==> src/rtl/ivec_pkg.sv <==
package ivec_pkg;
  localparam int REG_W   = 8;
  localparam int CE_BIT  = 0;
  localparam int SEL_BIT = 1;
  localparam int PUD_BIT = 4;

  // First word of the boot section for a size code; code 3 is the smallest section.
  function automatic int unsigned boot_start(input int unsigned aw,
                                             input int unsigned min_w,
                                             input logic [1:0] code);
    int unsigned span;
    span = min_w << (3 - int'(code));
    return (1 << aw) - span;
  endfunction
endpackage

==> src/rtl/ivec_unlock.sv <==
module ivec_unlock
  import ivec_pkg::*;
#(
  parameter int WIN_CYC = 4
) (
  input  logic             clk,
  input  logic             rst,
  input  logic             cyc_en,
  input  logic             insn_done,
  input  logic             wr_en,
  input  logic [REG_W-1:0] wr_data,
  output logic             ce_o,
  output logic             sel_o,
  output logic             pud_o,
  output logic             hold_o
);
  localparam int CW = $clog2(WIN_CYC + 1);

  logic          ce_q, ce_n;
  logic          sel_q, sel_n;
  logic          pud_q, pud_n;
  logic          pend_q, pend_n;
  logic          hold_q;
  logic [CW-1:0] cnt_q, cnt_n;

  always_comb begin
    ce_n   = ce_q;
    sel_n  = sel_q;
    pud_n  = pud_q;
    pend_n = pend_q;
    cnt_n  = cnt_q;
    if (wr_en) pud_n = wr_data[PUD_BIT];
    if (pend_q && insn_done) pend_n = 1'b0;
    if (ce_q) begin
      if (wr_en && !wr_data[CE_BIT]) begin
        sel_n  = wr_data[SEL_BIT];
        ce_n   = 1'b0;
        cnt_n  = '0;
        pend_n = 1'b1;
      end else if (cyc_en) begin
        if (cnt_q == CW'(1)) begin
          ce_n  = 1'b0;
          cnt_n = '0;
        end else begin
          cnt_n = cnt_q - CW'(1);
        end
      end
    end else if (wr_en && wr_data[CE_BIT]) begin
      ce_n  = 1'b1;
      cnt_n = CW'(WIN_CYC);
    end
  end

  always_ff @(posedge clk) begin
    if (rst) begin
      ce_q   <= 1'b0;
      sel_q  <= 1'b0;
      pud_q  <= 1'b0;
      pend_q <= 1'b0;
      hold_q <= 1'b0;
      cnt_q  <= '0;
    end else begin
      ce_q   <= ce_n;
      sel_q  <= sel_n;
      pud_q  <= pud_n;
      pend_q <= pend_n;
      hold_q <= ce_n | pend_n;
      cnt_q  <= cnt_n;
    end
  end

  assign ce_o   = ce_q;
  assign sel_o  = sel_q;
  assign pud_o  = pud_q;
  assign hold_o = hold_q;


  ce_open_chk: assert property (@(posedge clk) disable iff (rst)
    $rose(ce_q) |-> $past(wr_en && wr_data[CE_BIT]));

  sel_guard_chk: assert property (@(posedge clk) disable iff (rst)
    !$stable(sel_q) |-> $past(ce_q && wr_en && !wr_data[CE_BIT]));

  win_bound_chk: assert property (@(posedge clk) disable iff (rst)
    ce_q |-> (cnt_q != '0 && cnt_q <= CW'(WIN_CYC)));

  hold_cover_chk: assert property (@(posedge clk) disable iff (rst)
    ce_q |-> hold_q);

  pend_release_chk: assert property (@(posedge clk) disable iff (rst)
    $fell(pend_q) |-> $past(insn_done));
endmodule

==> src/rtl/ivec_base_map.sv <==
module ivec_base_map
  import ivec_pkg::*;
#(
  parameter int PC_AW      = 11,
  parameter int BOOT_MIN_W = 128
) (
  input  logic             clk,
  input  logic             rst,
  input  logic             sel,
  input  logic [1:0]       boot_sz,
  output logic [PC_AW-1:0] vec_base
);
  logic [PC_AW-1:0] start_tab [4];

  for (genvar g = 0; g < 4; g++) begin : g_start
    assign start_tab[g] = PC_AW'(boot_start(PC_AW, BOOT_MIN_W, 2'(g)));
  end

  always_ff @(posedge clk) begin
    if (rst) vec_base <= '0;
    else     vec_base <= sel ? start_tab[boot_sz] : '0;
  end


  base_zero_chk: assert property (@(posedge clk) disable iff (rst)
    !$past(sel) |-> vec_base == '0);
endmodule

==> src/rtl/ivec_lock_gate.sv <==
module ivec_lock_gate (
  input  logic clk,
  input  logic rst,
  input  logic sel,
  input  logic lock_app,
  input  logic lock_boot,
  input  logic in_boot,
  output logic irq_block
);
  logic app_side, boot_side;
  assign app_side  = sel  & lock_app  & ~in_boot;
  assign boot_side = ~sel & lock_boot &  in_boot;

  always_ff @(posedge clk) begin
    if (rst) irq_block <= 1'b0;
    else     irq_block <= app_side | boot_side;
  end


  block_src_chk: assert property (@(posedge clk) disable iff (rst)
    irq_block |-> $past(lock_app || lock_boot));
endmodule

==> src/rtl/ivec_reloc_ctrl.sv <==
module ivec_reloc_ctrl
  import ivec_pkg::*;
#(
  parameter int PC_AW      = 11,
  parameter int BOOT_MIN_W = 128,
  parameter int WIN_CYC    = 4
) (
  input  logic             clk,
  input  logic             rst,
  input  logic             cyc_en,
  input  logic             insn_done,
  input  logic             wr_en,
  input  logic [7:0]       wr_data,
  output logic [7:0]       rd_data,
  input  logic [1:0]       boot_sz,
  input  logic             lock_app,
  input  logic             lock_boot,
  input  logic             in_boot,
  output logic [PC_AW-1:0] vec_base,
  output logic             irq_hold,
  output logic             irq_block,
  output logic             pud
);
  logic ce, sel;

  ivec_unlock #(.WIN_CYC(WIN_CYC)) u_unlock (
    .clk(clk), .rst(rst), .cyc_en(cyc_en), .insn_done(insn_done),
    .wr_en(wr_en), .wr_data(wr_data),
    .ce_o(ce), .sel_o(sel), .pud_o(pud), .hold_o(irq_hold)
  );

  ivec_base_map #(.PC_AW(PC_AW), .BOOT_MIN_W(BOOT_MIN_W)) u_base (
    .clk(clk), .rst(rst), .sel(sel), .boot_sz(boot_sz), .vec_base(vec_base)
  );

  ivec_lock_gate u_gate (
    .clk(clk), .rst(rst), .sel(sel), .lock_app(lock_app),
    .lock_boot(lock_boot), .in_boot(in_boot), .irq_block(irq_block)
  );

  always_comb begin
    rd_data          = '0;
    rd_data[CE_BIT]  = ce;
    rd_data[SEL_BIT] = sel;
    rd_data[PUD_BIT] = pud;
  end


  rd_unused_chk: assert property (@(posedge clk) disable iff (rst)
    (rd_data & 8'hEC) == 8'h00);
endmodule

==> config.mk <==
export PLATFORM = sky130hd
export DESIGN_NAME = ivec_reloc_ctrl
export DESIGN_NICKNAME = d
export VERILOG_FILES = /design/src/rtl/ivec_pkg.sv /design/src/rtl/ivec_unlock.sv /design/src/rtl/ivec_base_map.sv /design/src/rtl/ivec_lock_gate.sv /design/src/rtl/ivec_reloc_ctrl.sv
export SDC_FILE = /design/constraint.sdc
export NUM_CORES = 1
export LEC_CHECK = 0
export BUFFER_PORTS_ARGS = -buffer_cell sky130_fd_sc_hd__buf_4
export CAP_MARGIN = 20
export CORE_MARGIN = 5
export CORE_UTILIZATION = 39
export CTS_BUF_LIST = sky130_fd_sc_hd__clkbuf_8
export DETAILED_ROUTE_END_ITERATION = 6
export GPL_TIMING_DRIVEN = 0
export PLACE_DENSITY = 0.76
export SLEW_MARGIN = 20
export SYNTH_ARGS = -nofsm -noshare
export SYNTH_HDL_FRONTEND = slang
export SYNTH_SLANG_ARGS = --single-unit
==> constraint.sdc <==
create_clock -name clk -period 1.31 [get_ports clk]
set_input_delay 0.131 -clock clk [delete_from_list [all_inputs] [get_ports clk]]
set_output_delay 0.131 -clock clk [all_outputs]
set_load 0.02 [all_outputs]
==> metrics.txt, run 1 <==
# TYPE chip_impl_metric gauge
chip_impl_metric{name="synthXorXnorAreaFrac",unit=""} 0
chip_impl_metric{name="timing.critical_path.arrival",unit="ns"} 1.46
chip_impl_metric{name="htree_levels",unit=""} 1
chip_impl_metric{name="gpl.final_weighted_congestion",unit=""} 0.843
chip_impl_metric{name="synthesis.area",unit="sq um"} 672
chip_impl_metric{name="antenna_left",unit=""} 0
chip_impl_metric{name="finalClockSkew",unit="ns"} 0.00615
chip_impl_metric{name="ir_worst_vdd",unit="mV"} 0.535
chip_impl_metric{name="grt_antenna_before_repair",unit=""} 0
chip_impl_metric{name="critical_path_peak_fanout",unit=""} 2
chip_impl_metric{name="max_cap_violations",unit=""} 0
chip_impl_info{name="yosys-top-cells-area",value="sky130_fd_sc_hd__dfxtp_1 39%, sky130_fd_sc_hd__buf_4 18%, sky130_fd_sc_hd__mux2i_1 4.5%, sky130_fd_sc_hd__ha_1 3.7%, sky130_fd_sc_hd__a21oi_1 3.0%"} 1
chip_impl_metric{name="cts_buffers",unit=""} 3
chip_impl_metric{name="clockBufferDepth",unit=""} 2
chip_impl_metric{name="io_pins",unit=""} 40
chip_impl_metric{name="post_route_cells_drive_above_1_share",unit=""} 0.463
chip_impl_metric{name="finish.net_count",unit=""} 129
chip_impl_metric{name="synth_compound_area_frac",unit=""} 0.115
chip_impl_info{name="main_combinational_cell_family_by_area_after_synthesis",value="buffers and inverters"} 1
chip_impl_metric{name="period_share",unit=""} 0.991
chip_impl_info{name="holdCritStartpoint",value="boot_sz[1]"} 1
chip_impl_info{name="cp-start-kind",value="register"} 1
chip_impl_info{name="yosys.area.top_type",value="sky130_fd_sc_hd__dfxtp_1"} 1
chip_impl_metric{name="drt-vias-per-instance",unit=""} 4.41
chip_impl_metric{name="final-hold-violation-count",unit=""} 0
chip_impl_info{name="rsz0062_at_grt",value="true"} 1
chip_impl_metric{name="setup.reg_to_reg.worst_slack",unit="ns"} 0.01
chip_impl_metric{name="cp.required",unit="ns"} 1.47
chip_impl_metric{name="post_drt_wl_per_cell",unit="microns"} 11.1
chip_impl_info{name="postSynth.topFlopCell",value="sky130_fd_sc_hd__dfxtp_1"} 1
chip_impl_metric{name="hold_ws",unit="ns"} 0.114
chip_impl_metric{name="count_of_flip_flops_with_a_built_in_enable_after_synthesis",unit=""} 0
chip_impl_metric{name="post_synth_num_cell_types",unit=""} 29
chip_impl_metric{name="synth_largest_type_area_fraction",unit=""} 0.387
chip_impl_info{name="tritoncts",value="built"} 1
chip_impl_metric{name="route.detailed.drc",unit=""} 0
chip_impl_metric{name="routed-via-count",unit=""} 551
chip_impl_metric{name="dpl_cell_area",unit="sq um"} 885
chip_impl_metric{name="totalWireLength",unit="microns"} 1380
chip_impl_metric{name="dieHeight",unit="microns"} 51.5
chip_impl_info{name="r2r_end",value="u_unlock.cnt_q[0]"} 1
chip_impl_info{name="timing.rr.start",value="u_unlock.cnt_q[1]"} 1
chip_impl_metric{name="yosys.area_share.simple",unit=""} 0.192
chip_impl_metric{name="dp_hpwl",unit="microns"} 1040
chip_impl_info{name="critical_path.endpoint_type",value="register"} 1
chip_impl_metric{name="grt_first_pass_wirelength",unit="microns"} 2010
chip_impl_metric{name="timing_max_transition_violations_final",unit=""} 0
chip_impl_info{name="path_cells",value="inv_2 > ha_4 > nor2b_4 > or3_4 > a221oi_2"} 1
chip_impl_info{name="hold_class",value="in -> reg"} 1
chip_impl_metric{name="placeableCoreArea",unit="sq um"} 1690
chip_impl_metric{name="clock_sinks",unit=""} 13
chip_impl_metric{name="p_leak",unit="uW"} 0.000486
chip_impl_info{name="synth_most_common_cell",value="sky130_fd_sc_hd__buf_4"} 1
chip_impl_metric{name="synth_seq_area_share",unit=""} 0.387
chip_impl_metric{name="die_area",unit="sq um"} 2650
chip_impl_metric{name="cts_hold_buf",unit=""} 0
chip_impl_metric{name="floorplan.initialDensity",unit=""} 0.398
chip_impl_info{name="outcome",value="finished, final reports clean"} 1
chip_impl_metric{name="drt_iter0_drc",unit=""} 6
chip_impl_metric{name="critPathMaxStageDelay",unit="ns"} 0.36
chip_impl_metric{name="r2r_cells",unit=""} 5
chip_impl_metric{name="antenna_cells",unit=""} 0
chip_impl_metric{name="synthesis.instances",unit=""} 72
chip_impl_metric{name="post_synth_fa_ha_maj_area_fraction",unit=""} 0.0372
chip_impl_metric{name="dieWidth",unit="microns"} 51.5
chip_impl_metric{name="synth_seq_cells",unit=""} 13
chip_impl_metric{name="synth_warnings",unit=""} 0
chip_impl_metric{name="flow.area_growth_from_synthesis",unit="%"} 43.6
chip_impl_info{name="setup.worst_path.class",value="reg -> reg"} 1
chip_impl_metric{name="drt_pass1_iterations",unit=""} 3
chip_impl_metric{name="setup_violations",unit=""} 0
chip_impl_metric{name="yosys-mux-area-fraction",unit=""} 0.0447
chip_impl_info{name="root_buffer",value="sky130_fd_sc_hd__clkbuf_8"} 1
chip_impl_metric{name="io_buffer_count",unit=""} 20
chip_impl_metric{name="synth.avg_cell_area",unit="sq um"} 9.33
chip_impl_metric{name="clkTransAtPathRegs",unit="ns"} 0.06
chip_impl_metric{name="fmax",unit="MHz"} 770
chip_impl_metric{name="tns",unit="ns"} 0
chip_impl_metric{name="first_global_vias",unit=""} 486
chip_impl_info{name="cpMaxStageDelayCell",value="sky130_fd_sc_hd__or3_4"} 1
chip_impl_metric{name="pin_count_of_the_biggest_net_entering_global_routing",unit=""} 10
chip_impl_metric{name="whs_path_depth",unit=""} 2
chip_impl_metric{name="asyncSetResetFlopFracSynth",unit=""} 0
chip_impl_metric{name="layout.cell_area.non_filler",unit="sq um"} 965
chip_impl_info{name="worstHoldEndpoint",value="u_base.vec_base[8]"} 1
chip_impl_metric{name="power_per_cell_area",unit="nW/um^2"} 992
chip_impl_metric{name="clk-insertion-delay-late",unit="ns"} 0.24
chip_impl_info{name="synth.cells.most_frequent",value="16 x sky130_fd_sc_hd__buf_4, 13 x sky130_fd_sc_hd__dfxtp_1, 4 x sky130_fd_sc_hd__a21oi_1, 4 x sky130_fd_sc_hd__nand2_1"} 1
chip_impl_metric{name="final_period_minus_worst_setup_slack",unit="ns"} 1.30
chip_impl_metric{name="global_route.usage.total",unit=""} 0.106
chip_impl_metric{name="num_rows",unit=""} 15
chip_impl_metric{name="globalRouteOverflowTotal",unit=""} 0
==> layer usage <==
metal / vias to the layer above / routed length (microns) / global-route usage
li1: 289 / - / -
met1: 237 / 562 / 0.128
met2: 21 / 706 / 0.157
met3: 4 / 79 / 0.0258
met4: 0 / 34 / 0.0917
met5: - / 0 / 0
==> layout by cell type (no fill, tap or decap) <==
| cell | n |
|---|---|
| sky130_fd_sc_hd__and3_1 | 1 |
| sky130_fd_sc_hd__or3_4 | 1 |
| sky130_fd_sc_hd__dfxtp_1 | 11 |
| sky130_fd_sc_hd__nand2_4 | 1 |
| sky130_fd_sc_hd__ha_1 | 1 |
| sky130_fd_sc_hd__a311oi_1 | 1 |
| sky130_fd_sc_hd__inv_2 | 1 |
| sky130_fd_sc_hd__ha_4 | 1 |
| sky130_fd_sc_hd__nand2_1 | 4 |
| sky130_fd_sc_hd__clkbuf_1 | 1 |
| sky130_fd_sc_hd__a221oi_2 | 1 |
| sky130_fd_sc_hd__or2_2 | 1 |
| sky130_fd_sc_hd__nand4b_1 | 1 |
| sky130_fd_sc_hd__or2_1 | 1 |
| sky130_fd_sc_hd__mux2i_1 | 3 |
| sky130_fd_sc_hd__o22a_1 | 1 |
| sky130_fd_sc_hd__buf_4 | 37 |
| sky130_fd_sc_hd__inv_1 | 3 |
| sky130_fd_sc_hd__nor3b_1 | 1 |
| sky130_fd_sc_hd__conb_1 | 12 |
| sky130_fd_sc_hd__clkbuf_8 | 3 |
| sky130_fd_sc_hd__nand3_1 | 2 |
| sky130_fd_sc_hd__nor2b_4 | 1 |
| sky130_fd_sc_hd__buf_6 | 1 |
| sky130_fd_sc_hd__and2_1 | 1 |
| sky130_fd_sc_hd__a31oi_1 | 1 |
| sky130_fd_sc_hd__nor2_1 | 3 |
| sky130_fd_sc_hd__nand3b_1 | 2 |
| sky130_fd_sc_hd__dfxtp_2 | 2 |
| sky130_fd_sc_hd__nor2b_1 | 1 |
| sky130_fd_sc_hd__o2111a_1 | 1 |
| sky130_fd_sc_hd__nand2b_1 | 1 |
| sky130_fd_sc_hd__a21oi_1 | 4 |
| sky130_fd_sc_hd__o21a_1 | 1 |
==> worst max-delay path, delay by kind of cell, from the launching register on <==
kind / cells / cell delay, ns
and+or+nand+nor: 2 / 0.48
buffers and inverters: 1 / 0.05
DFF: 1 / 0.33
AOI/OAI and AO/OA: 1 / 0.22
adders and majority gates: 1 / 0.14
==> how the worst max path moves through the flow <==
stage                     cells after the start           endpoint         startpoint  slack (ns)
after floorplan                               5  u_unlock.cnt_q[0]  u_unlock.cnt_q[1]        0.08
after global placement                        5  u_unlock.cnt_q[0]  u_unlock.cnt_q[1]        0.05
after detailed placement                      5  u_unlock.cnt_q[0]  u_unlock.cnt_q[1]        0.01
after CTS                                     4  u_unlock.cnt_q[0]  u_unlock.cnt_q[0]       0.004
after global routing                          5  u_unlock.cnt_q[0]  u_unlock.cnt_q[1]       -0.02
final                                         5  u_unlock.cnt_q[0]  u_unlock.cnt_q[1]        0.01
==> sequential cells by signal (all words and copies together), names as in the netlist <==
register,cells
u_base.vec_base,4
u_unlock.sel_o,1
u_unlock.hold_o,1
u_unlock.cnt_q,3
u_gate.irq_block,1
u_unlock.pend_q,1
u_unlock.ce_o,1
u_unlock.pud_o,1
==> power breakdown <==
| group | switching [uW] | leakage [uW] | total (uW) | internal (uW) |
|---|---|---|---|---|
| Combinational | 94.5 | 0.000352 | 187 | 92.4 |
| Clock | 142 | 0.0000269 | 349 | 207 |
| Sequential | 10.3 | 0.000107 | 421 | 411 |
| Total | 247 | 0.000486 | 957 | 710 |
==> cell type report <==
| class | instances | area, sq um |
|---|---|---|
| clock buffers | 3 | 41.3 |
| fillers | 156 | 724 |
| well taps | 17 | 21.3 |
| inverters | 3 | 11.3 |
| flip-flops and latches | 13 | 263 |
| clock inverters | 1 | 3.75 |
| repair buffers | 21 | 158 |
| multi-input cells | 49 | 332 |
| plain buffers | 18 | 135 |
==> kinds of logic (layout without fill, tap and decap cells) <==
| kind of cell | Yosys count | count (layout) |
|---|---|---|
| flops | 13 | 13 |
| buf+inv | 21 | 46 |
| simple gates | 22 | 22 |
| fa+ha+maj | 2 | 2 |
| other cells | 1 | 12 |
| mux | 3 | 3 |
| compound gates | 10 | 10 |
==> metrics by stage <==
stage,worst slack [ns],utilization,instances,total power (uW)
after floorplan,0.0786,-,83,554
after global placement,0.0510,0.524,120,604
after detailed placement,0.0106,0.524,120,607
after CTS,0.00383,0.551,124,967
after global routing,-0.0233,0.571,125,1010
final,0.0112,0.571,125,957
==> repair_timing <==
action / 4_1_cts / 5_1_grt
pin swaps: 0 / 2
buffers inserted: 0 / 1
resized for setup: 1 / 7
setup endpoints to repair: 1 / 2
No activity file was read; power rests on OpenSTA's default activity.
==> run 2, diff against run 1 <==
--- a/config.mk
+++ b/config.mk
@@ -5,6 +5,7 @@
 export SDC_FILE = /design/constraint.sdc
 export NUM_CORES = 1
 export LEC_CHECK = 0
+export ABC_AREA = 1
 export BUFFER_PORTS_ARGS = -buffer_cell sky130_fd_sc_hd__buf_4
 export CAP_MARGIN = 20
 export CORE_MARGIN = 5
==> run 2 against run 1 <==
Die area is 0.45% higher. Hold slack got worse by 0.055 ns. Synthesized cell count rose by 32%. Worst setup slack improved by 0.15 ns. Wire length increased by 6.2%. Sequential share of layout area increased by 0.20 points. Count of clock-buffer cells in the layout stayed put. Cell count increased by 19%. Final area down 1.7%. Maximum frequency grew 13%. Critical path type unchanged. First-iteration DRC count unchanged. Largest cell class is now non-clock buffers. Sequential power up 2%.
==> metrics.txt, run 2 <==
# TYPE chip_impl_metric gauge
chip_impl_metric{name="drt-vias-per-instance",unit=""} 4.21
chip_impl_info{name="yosys.area.top_type",value="sky130_fd_sc_hd__dfxtp_1"} 1
chip_impl_metric{name="grt_first_pass_wirelength",unit="microns"} 2350
chip_impl_info{name="rsz0062_at_grt",value="false"} 1
chip_impl_metric{name="antenna_left",unit=""} 0
chip_impl_metric{name="power_per_cell_area",unit="nW/um^2"} 1070
chip_impl_metric{name="clkTransAtPathRegs",unit="ns"} 0.06
chip_impl_metric{name="number_of_buffers_inserted_by_post_cts_setup_repair",unit=""} 0
chip_impl_metric{name="clockBufferDepth",unit=""} 2
chip_impl_metric{name="power.combinational.fraction",unit=""} 0.228
chip_impl_metric{name="route.detailed.drc",unit=""} 0
chip_impl_info{name="synth_most_common_cell",value="sky130_fd_sc_hd__inv_1"} 1
chip_impl_metric{name="asyncSetResetFlopFracSynth",unit=""} 0
chip_impl_metric{name="synth.avg_cell_area",unit="sq um"} 7.11
chip_impl_metric{name="flow.area_growth_from_synthesis",unit="%"} 40.4
chip_impl_metric{name="hold_ws",unit="ns"} 0.0588
chip_impl_metric{name="first_global_vias",unit=""} 606
chip_impl_info{name="grt-busiest-layer",value="met2"} 1
chip_impl_metric{name="post_synth_num_cell_types",unit=""} 15
chip_impl_info{name="mostFrequentLayoutCell",value="sky130_fd_sc_hd__buf_4"} 1
chip_impl_metric{name="largest_register_ffs",unit=""} 4
chip_impl_metric{name="internal-power",unit="uW"} 727
chip_impl_metric{name="count_of_flip_flops_with_a_built_in_enable_after_synthesis",unit=""} 0
chip_impl_metric{name="max_cap_violations",unit=""} 0
chip_impl_metric{name="gpl.final_weighted_congestion",unit=""} 0.801
chip_impl_metric{name="globalRouteOverflowTotal",unit=""} 0
chip_impl_info{name="root_buffer",value="sky130_fd_sc_hd__clkbuf_8"} 1
chip_impl_metric{name="dp_hpwl",unit="microns"} 1170
chip_impl_metric{name="dieHeight",unit="microns"} 51.6
chip_impl_metric{name="setup_violations",unit=""} 0
chip_impl_metric{name="io_pins",unit=""} 40
chip_impl_info{name="cp-start-kind",value="register"} 1
chip_impl_metric{name="power.clock.fraction",unit=""} 0.348
chip_impl_info{name="synth.cells.most_frequent",value="18 x sky130_fd_sc_hd__inv_1, 16 x sky130_fd_sc_hd__nand2_1, 15 x sky130_fd_sc_hd__buf_4"} 1
chip_impl_metric{name="global_route.usage.total",unit=""} 0.121
chip_impl_info{name="yosys-top-cells-area",value="sky130_fd_sc_hd__dfxtp_1 39%, sky130_fd_sc_hd__buf_4 17%, sky130_fd_sc_hd__inv_1 10%, sky130_fd_sc_hd__nand2_1 8.9%, sky130_fd_sc_hd__nor2_1 6.1%"} 1
chip_impl_metric{name="cts_buffers",unit=""} 3
chip_impl_metric{name="synthesis.instances",unit=""} 95
chip_impl_metric{name="grtUsageMet3",unit=""} 0.0229
chip_impl_metric{name="finish.net_count",unit=""} 153
chip_impl_metric{name="grt_antenna_before_repair",unit=""} 0
chip_impl_metric{name="p_leak",unit="uW"} 0.000558
chip_impl_metric{name="timing.critical_path.arrival",unit="ns"} 1.29
chip_impl_metric{name="pin_count_of_the_biggest_net_entering_global_routing",unit=""} 8
chip_impl_metric{name="final-hold-violation-count",unit=""} 0
chip_impl_metric{name="clk-insertion-delay-late",unit="ns"} 0.24
chip_impl_metric{name="period_share",unit=""} 0.876
chip_impl_info{name="hold_class",value="in -> reg"} 1
chip_impl_info{name="main_combinational_cell_family_by_area_after_synthesis",value="buffers and inverters"} 1
chip_impl_metric{name="synth_seq_area_share",unit=""} 0.385
chip_impl_metric{name="p_sw_frac",unit=""} 0.283
chip_impl_metric{name="fmax",unit="MHz"} 871
chip_impl_metric{name="global_route.usage.met2",unit=""} 0.222
chip_impl_metric{name="synth_warnings",unit=""} 0
chip_impl_metric{name="synthesis.area",unit="sq um"} 676
chip_impl_metric{name="post_route_cells_drive_above_1_share",unit=""} 0.326
chip_impl_metric{name="routed-via-count",unit=""} 628
chip_impl_metric{name="dieWidth",unit="microns"} 51.6
chip_impl_metric{name="clock_sinks",unit=""} 13
chip_impl_metric{name="drt_iter0_drc",unit=""} 6
chip_impl_info{name="setup.worst_path.class",value="reg -> reg"} 1
chip_impl_info{name="max_flop_register",value="u_base.vec_base"} 1
chip_impl_metric{name="synth_compound_area_frac",unit=""} 0.0741
chip_impl_metric{name="antenna_cells",unit=""} 0
chip_impl_metric{name="post_cts.resized_instances",unit=""} 0
chip_impl_metric{name="synthXorXnorAreaFrac",unit=""} 0
chip_impl_metric{name="io_buffer_count",unit=""} 22
chip_impl_metric{name="drt_pass1_iterations",unit=""} 4
chip_impl_metric{name="post_drt_wl_per_cell",unit="microns"} 9.86
chip_impl_metric{name="yosys-mux-area-fraction",unit=""} 0
chip_impl_metric{name="finalClockSkew",unit="ns"} 0.00553
chip_impl_metric{name="tns",unit="ns"} 0
chip_impl_metric{name="post_synth_fa_ha_maj_area_fraction",unit=""} 0.0370
chip_impl_metric{name="ir_worst_vdd",unit="mV"} 0.496
chip_impl_metric{name="final_period_minus_worst_setup_slack",unit="ns"} 1.15
chip_impl_metric{name="timing_max_transition_violations_final",unit=""} 0
chip_impl_metric{name="placeableCoreArea",unit="sq um"} 1690
chip_impl_info{name="outcome",value="finished, final reports clean"} 1
chip_impl_metric{name="totalWireLength",unit="microns"} 1470
chip_impl_info{name="layout.cells.most_common_list",value="37 x sky130_fd_sc_hd__buf_4, 19 x sky130_fd_sc_hd__inv_1, 16 x sky130_fd_sc_hd__nand2_1, 13 x sky130_fd_sc_hd__dfxtp_1, 12 x sky130_fd_sc_hd__conb_1"} 1
chip_impl_metric{name="htree_levels",unit=""} 1
chip_impl_info{name="critical_path.endpoint_type",value="register"} 1
chip_impl_metric{name="yosys.area_share.simple",unit=""} 0.226
chip_impl_metric{name="groute.layer.met1.usage",unit=""} 0.117
chip_impl_metric{name="synth_largest_type_area_fraction",unit=""} 0.385
chip_impl_metric{name="sequentialPowerShare",unit=""} 0.423
chip_impl_metric{name="cts_hold_buf",unit=""} 0
chip_impl_metric{name="power_switching",unit="uW"} 287
chip_impl_metric{name="die_area",unit="sq um"} 2660
chip_impl_metric{name="num_rows",unit=""} 15
chip_impl_info{name="largest_registers",value="u_base.vec_base (4), u_unlock.cnt_q (3)"} 1
chip_impl_metric{name="cp.required",unit="ns"} 1.45
chip_impl_info{name="postSynth.topFlopCell",value="sky130_fd_sc_hd__dfxtp_1"} 1
chip_impl_metric{name="synth_seq_cells",unit=""} 13
chip_impl_info{name="tritoncts",value="built"} 1
chip_impl_metric{name="floorplan.initialDensity",unit=""} 0.400
chip_impl_metric{name="critical_path_peak_fanout",unit=""} 3
==> run 2: cell count changes in the layout (fill, tap and decap cells not counted), moves of 2 or more <==
cell,before,now
sky130_fd_sc_hd__nand3b_1,2,0
sky130_fd_sc_hd__o21ai_0,0,2
sky130_fd_sc_hd__dfxtp_1,11,13
sky130_fd_sc_hd__nor2_1,3,11
sky130_fd_sc_hd__nand3_1,2,4
sky130_fd_sc_hd__nand2_1,4,16
sky130_fd_sc_hd__dfxtp_2,2,0
sky130_fd_sc_hd__nand3_2,0,2
sky130_fd_sc_hd__o21ai_1,0,3
sky130_fd_sc_hd__inv_1,3,19
sky130_fd_sc_hd__mux2i_1,3,0
==> run 2: cell type report <==
type	count	area [sq um]
Buffer	15	113
Multi-Input combinational cell	59	273
Clock inverter	1	3.75
Tap cell	17	21.3
Sequential cell	13	260
Fill cell	163	741
Timing Repair Buffer	22	165
Clock buffer	3	41.3
Inverter	19	71.3
==> run 2: kinds of logic (layout without fill, tap and decap cells) <==
family,Yosys count,count (layout)
and+or+nand+nor,35,35
AOI/OAI and AO/OA,10,10
buffers and inverters,34,60
adders and majority gates,2,2
other,1,12
DFF,13,13
==> run 2: worst paths after layout <==
kind	from	endpoint	slack, ns	cells past startpoint
setup reg to reg	u_unlock.cnt_q[0]	u_unlock.cnt_q[2]	0.16	8
setup / recovery	u_unlock.cnt_q[0]	u_unlock.cnt_q[2]	0.16	8
hold reg to reg	u_unlock.cnt_q[1]	u_unlock.cnt_q[1]	0.53	2
hold / removal	rst	u_gate.irq_block	0.06	2
==> run 2: layer usage <==
layer | wire, microns | up-vias
met1 | 571 | 267
met2 | 753 | 25
met5 | 0 | -
met3 | 96 | 5
li1 | - | 331
met4 | 48 | 0
==> run 2: power groups by stage <==
stage | Sequential, uW | Clock [uW] | Combinational (uW)
2_1_floorplan | 445 | 0 | 150
3_3_place_gp | 437 | 0 | 222
3_5_place_dp | 438 | 0 | 227
4_1_cts | 429 | 356 | 231
5_1_grt | 431 | 380 | 257
6_report | 429 | 353 | 231
==> run 2: worst max-delay path, cell delays in order (launching register included) <==
cell and delay [ns]:
sky130_fd_sc_hd__dfxtp_1 0.35, sky130_fd_sc_hd__inv_1 0.09, sky130_fd_sc_hd__ha_1 0.22, sky130_fd_sc_hd__nor2_1 0.09, sky130_fd_sc_hd__nor2_1 0.05, sky130_fd_sc_hd__nand2_1 0.06, sky130_fd_sc_hd__nand2_1 0.04, sky130_fd_sc_hd__nor2_1 0.09
sky130_fd_sc_hd__nor2_1 0.05
==> run 2: stage by stage <==
step | worst slack [ns] | total power, uW | std cells | util | area [sq um]
2_1_floorplan | 0.300 | 595 | 106 | - | 717
3_3_place_gp | 0.242 | 659 | 145 | 0.535 | 903
3_5_place_dp | 0.208 | 664 | 145 | 0.535 | 903
4_1_cts | 0.165 | 1020 | 149 | 0.561 | 948
5_1_grt | 0.0555 | 1070 | 149 | 0.561 | 948
6_report | 0.163 | 1010 | 149 | 0.561 | 948
==> run 3, diff against run 2 <==
--- a/config.mk
+++ b/config.mk
@@ -8,13 +8,16 @@
 export ABC_AREA = 1
 export BUFFER_PORTS_ARGS = -buffer_cell sky130_fd_sc_hd__buf_4
 export CAP_MARGIN = 20
+export CELL_PAD_IN_SITES_DETAIL_PLACEMENT = 0
+export CELL_PAD_IN_SITES_GLOBAL_PLACEMENT = 2
 export CORE_MARGIN = 5
-export CORE_UTILIZATION = 39
+export CORE_UTILIZATION = 19
 export CTS_BUF_LIST = sky130_fd_sc_hd__clkbuf_8
 export DETAILED_ROUTE_END_ITERATION = 6
 export GPL_TIMING_DRIVEN = 0
-export PLACE_DENSITY = 0.76
+export PLACE_DENSITY_LB_ADDON = 0.1
 export SLEW_MARGIN = 20
 export SYNTH_ARGS = -nofsm -noshare
 export SYNTH_HDL_FRONTEND = slang
+export SYNTH_HIERARCHICAL = 1
 export SYNTH_SLANG_ARGS = --single-unit
==> run 3 against run 2 <==
Maximum frequency increased by 0.71%. Worst setup slack improved by 0.0080 ns. Largest power group unchanged. Register-to-register slack about the same. Clock power increased by 1%. Core utilization decreased by 28 points. Synthesized area increased by 3.3%. Non-clock buffer count unchanged. Final area increased by 6.9%. Count of clock-buffer cells in the layout unchanged. Critical path type unchanged. Die area increased by 87%.
==> metrics.txt, run 3 <==
# TYPE chip_impl_metric gauge
chip_impl_info{name="mostFrequentLayoutCell",value="sky130_fd_sc_hd__buf_4"} 1
chip_impl_metric{name="synth_largest_type_area_fraction",unit=""} 0.373
chip_impl_info{name="path_common_cell",value="sky130_fd_sc_hd__nand2_1"} 1
chip_impl_metric{name="io_pins",unit=""} 40
chip_impl_metric{name="cts_hold_buf",unit=""} 0
chip_impl_metric{name="synth_warnings",unit=""} 6
chip_impl_metric{name="io_buffer_count",unit=""} 22
chip_impl_metric{name="count_of_flip_flops_with_a_built_in_enable_after_synthesis",unit=""} 0
chip_impl_metric{name="drt_iter0_drc",unit=""} 32
chip_impl_metric{name="tns",unit="ns"} 0
chip_impl_metric{name="globalRouteOverflowTotal",unit=""} 0
chip_impl_metric{name="flow.area_growth_from_synthesis",unit="%"} 45.2
chip_impl_metric{name="grt_first_pass_wirelength",unit="microns"} 2730
chip_impl_metric{name="critical_path_peak_fanout",unit=""} 3
chip_impl_metric{name="power_per_cell_area",unit="nW/um^2"} 998
chip_impl_metric{name="synthesis.instances",unit=""} 105
chip_impl_metric{name="clk-insertion-delay-late",unit="ns"} 0.24
chip_impl_metric{name="drt-vias-per-instance",unit=""} 3.14
chip_impl_metric{name="placeableCoreArea",unit="sq um"} 3610
chip_impl_info{name="tritoncts",value="built"} 1
chip_impl_metric{name="timing.critical_path.arrival",unit="ns"} 1.28
chip_impl_metric{name="hold_ws",unit="ns"} 0.0757
chip_impl_metric{name="post_route_cells_drive_above_1_share",unit=""} 0.326
chip_impl_info{name="synth_most_common_cell",value="sky130_fd_sc_hd__nand2_1"} 1
chip_impl_metric{name="timing_max_transition_violations_final",unit=""} 0
chip_impl_info{name="yosys-top-cells-area",value="sky130_fd_sc_hd__dfxtp_1 37%, sky130_fd_sc_hd__buf_4 16%, sky130_fd_sc_hd__nand2_1 13%, sky130_fd_sc_hd__inv_1 9.7%, sky130_fd_sc_hd__nor2_1 9.7%"} 1
chip_impl_metric{name="route.detailed.drc",unit=""} 0
chip_impl_metric{name="htree_levels",unit=""} 1
chip_impl_metric{name="final_period_minus_worst_setup_slack",unit="ns"} 1.14
chip_impl_metric{name="antenna_cells",unit=""} 0
chip_impl_info{name="path_cells",value="inv_1 > ha_1 > inv_1 > nor2_4 > nand2_1 > nand2_1 > o21ai_0 > nand2_1 > nand2_1"} 1
chip_impl_metric{name="first_global_vias",unit=""} 645
chip_impl_metric{name="fmax",unit="MHz"} 878
chip_impl_metric{name="clockBufferDepth",unit=""} 2
chip_impl_metric{name="clock_sinks",unit=""} 13
chip_impl_metric{name="drt_pass1_iterations",unit=""} 2
chip_impl_metric{name="cp.required",unit="ns"} 1.45
chip_impl_metric{name="p_leak",unit="uW"} 0.000591
chip_impl_metric{name="ir_worst_vdd",unit="mV"} 0.335
chip_impl_metric{name="finalClockSkew",unit="ns"} 0.000516
chip_impl_info{name="yosys.area.top_type",value="sky130_fd_sc_hd__dfxtp_1"} 1
chip_impl_metric{name="gpl.final_weighted_congestion",unit=""} 0.731
chip_impl_info{name="cp-start-kind",value="register"} 1
chip_impl_metric{name="antenna_left",unit=""} 0
chip_impl_info{name="outcome",value="finished, final reports clean"} 1
chip_impl_metric{name="max_cap_violations",unit=""} 0
chip_impl_metric{name="die_area",unit="sq um"} 4990
chip_impl_metric{name="critPathMaxStageDelay",unit="ns"} 0.29
chip_impl_metric{name="timing.final.ws_setup",unit="ns"} 0.171
chip_impl_metric{name="floorplan.initialDensity",unit=""} 0.194
chip_impl_info{name="critical_path.endpoint_type",value="register"} 1
chip_impl_metric{name="num_rows",unit=""} 22
chip_impl_info{name="layout.cells.most_common_list",value="37 x sky130_fd_sc_hd__buf_4, 25 x sky130_fd_sc_hd__nand2_1, 19 x sky130_fd_sc_hd__inv_1, 17 x sky130_fd_sc_hd__nor2_1, 13 x sky130_fd_sc_hd__dfxtp_1"} 1
chip_impl_metric{name="setup_violations",unit=""} 0
chip_impl_metric{name="final-hold-violation-count",unit=""} 0
chip_impl_metric{name="clkTransAtPathRegs",unit="ns"} 0.06
chip_impl_metric{name="global_route.usage.total",unit=""} 0.0692
chip_impl_info{name="hold_class",value="in -> reg"} 1
chip_impl_metric{name="synthesis.area",unit="sq um"} 698
chip_impl_metric{name="dieHeight",unit="microns"} 70.6
chip_impl_info{name="root_buffer",value="sky130_fd_sc_hd__clkbuf_8"} 1
chip_impl_metric{name="post_drt_wl_per_cell",unit="microns"} 8.16
chip_impl_metric{name="post_synth_num_cell_types",unit=""} 13
chip_impl_info{name="postSynth.topFlopCell",value="sky130_fd_sc_hd__dfxtp_1"} 1
chip_impl_metric{name="synth.avg_cell_area",unit="sq um"} 6.65
chip_impl_metric{name="routed-via-count",unit=""} 593
chip_impl_metric{name="grt_antenna_before_repair",unit=""} 0
chip_impl_metric{name="pin_count_of_the_biggest_net_entering_global_routing",unit=""} 8
chip_impl_metric{name="largest_register_ffs",unit=""} 4
chip_impl_metric{name="synth_seq_cells",unit=""} 13
chip_impl_info{name="cpMaxStageDelayCell",value="sky130_fd_sc_hd__dfxtp_1"} 1
chip_impl_metric{name="finish.net_count",unit=""} 162
chip_impl_info{name="synth.cells.most_frequent",value="25 x sky130_fd_sc_hd__nand2_1, 18 x sky130_fd_sc_hd__inv_1, 18 x sky130_fd_sc_hd__nor2_1"} 1
chip_impl_metric{name="totalWireLength",unit="microns"} 1540
chip_impl_metric{name="cts_buffers",unit=""} 3
chip_impl_info{name="largest_registers",value="u_base/vec_base (4), u_unlock/cnt_q (3)"} 1
chip_impl_metric{name="post-place-ws",unit="ns"} 0.0941
chip_impl_metric{name="synth_seq_area_share",unit=""} 0.373
chip_impl_info{name="setup.worst_path.class",value="reg -> reg"} 1
chip_impl_metric{name="dieWidth",unit="microns"} 70.6
chip_impl_info{name="max_flop_register",value="u_base/vec_base"} 1
chip_impl_metric{name="dp_hpwl",unit="microns"} 1250
chip_impl_metric{name="period_share",unit=""} 0.870
chip_impl_info{name="rsz0062_at_grt",value="false"} 1
chip_impl_metric{name="asyncSetResetFlopFracSynth",unit=""} 0
run 3: changes by cell type in the layout (fill, tap and decap cells not counted), sizes merged:
cell   change
a21oi      -2
nand4      -1
nand3      -5
nand2     +11
nor2       +9
o21ai      -2
nor3       -1
run 3: cell type report:
type                       count  area [sq um]
clock inverter                 1          3.75
timing repair buffer          22           165
inverter                      19          71.3
fill                         406          2590
buffer                        15           113
tap                           48          60.1
sequential                    13           260
multi-input combinational     68           299
clock buffer                   3          41.3
run 3: logic make-up (layout without fill, tap and decap cells):
kind of cell,count (synthesis),in the layout,synth area share
compound gates,6,6,0.0430
fa+ha+maj,2,2,0.0358
flops,13,13,0.373
simple gates,48,48,0.274
buf+inv,34,60,0.263
other cells,2,12,0.0108
run 3: metal layers:
| layer | wire length [microns] | vias up | share of wire | track usage |
|---|---|---|---|---|
| met5 | 0 | - | 0 | 0 |
| met4 | 28 | 0 | 0.018 | 0.0313 |
| met3 | 132 | 2 | 0.086 | 0.0313 |
| met2 | 711 | 18 | 0.46 | 0.122 |
| met1 | 669 | 227 | 0.43 | 0.0703 |
| li1 | - | 346 | - | - |
run 3: what timing repair did:
| item | CTS | global route |
|---|---|---|
| setup buffers | 0 | 0 |
| endpoints found under the setup margin | 0 | 2 |
| gates resized for setup | 0 | 2 |
run 3: worst max-delay path: cells and delay by family (launching register included):
family,cells,cell delay [ns]
buf+inv,2,0.16
simple gates,5,0.36
flops,1,0.29
fa+ha+maj,1,0.15
compound gates,1,0.07
run 3: final timing paths:
kind                                         from              end  slack, ns  cells after the start
worst max register to register  u_unlock/cnt_q[1]  u_unlock/hold_o       0.17                      9
worst min register to register     u_unlock/sel_o   u_unlock/sel_o       0.52                      2
worst max-delay path            u_unlock/cnt_q[1]  u_unlock/hold_o       0.17                      9
worst min-delay path                          rst   u_unlock/sel_o       0.08                      2
run 3: power by group:
group / leakage [uW] / switching [uW] / internal [uW]
Combinational: 0.000458 / 123 / 100
Clock: 0.0000269 / 151 / 207
Sequential: 0.000106 / 14.7 / 415
run 3: metrics by stage:
step,power (uW),utilization,cells,instance area (sq um)
2_1_floorplan,589,-,115,736
3_3_place_gp,660,0.266,185,961
3_5_place_dp,659,0.266,185,961
4_1_cts,1030,0.279,189,1010
5_1_grt,1080,0.281,189,1010
6_report,1010,0.281,189,1010
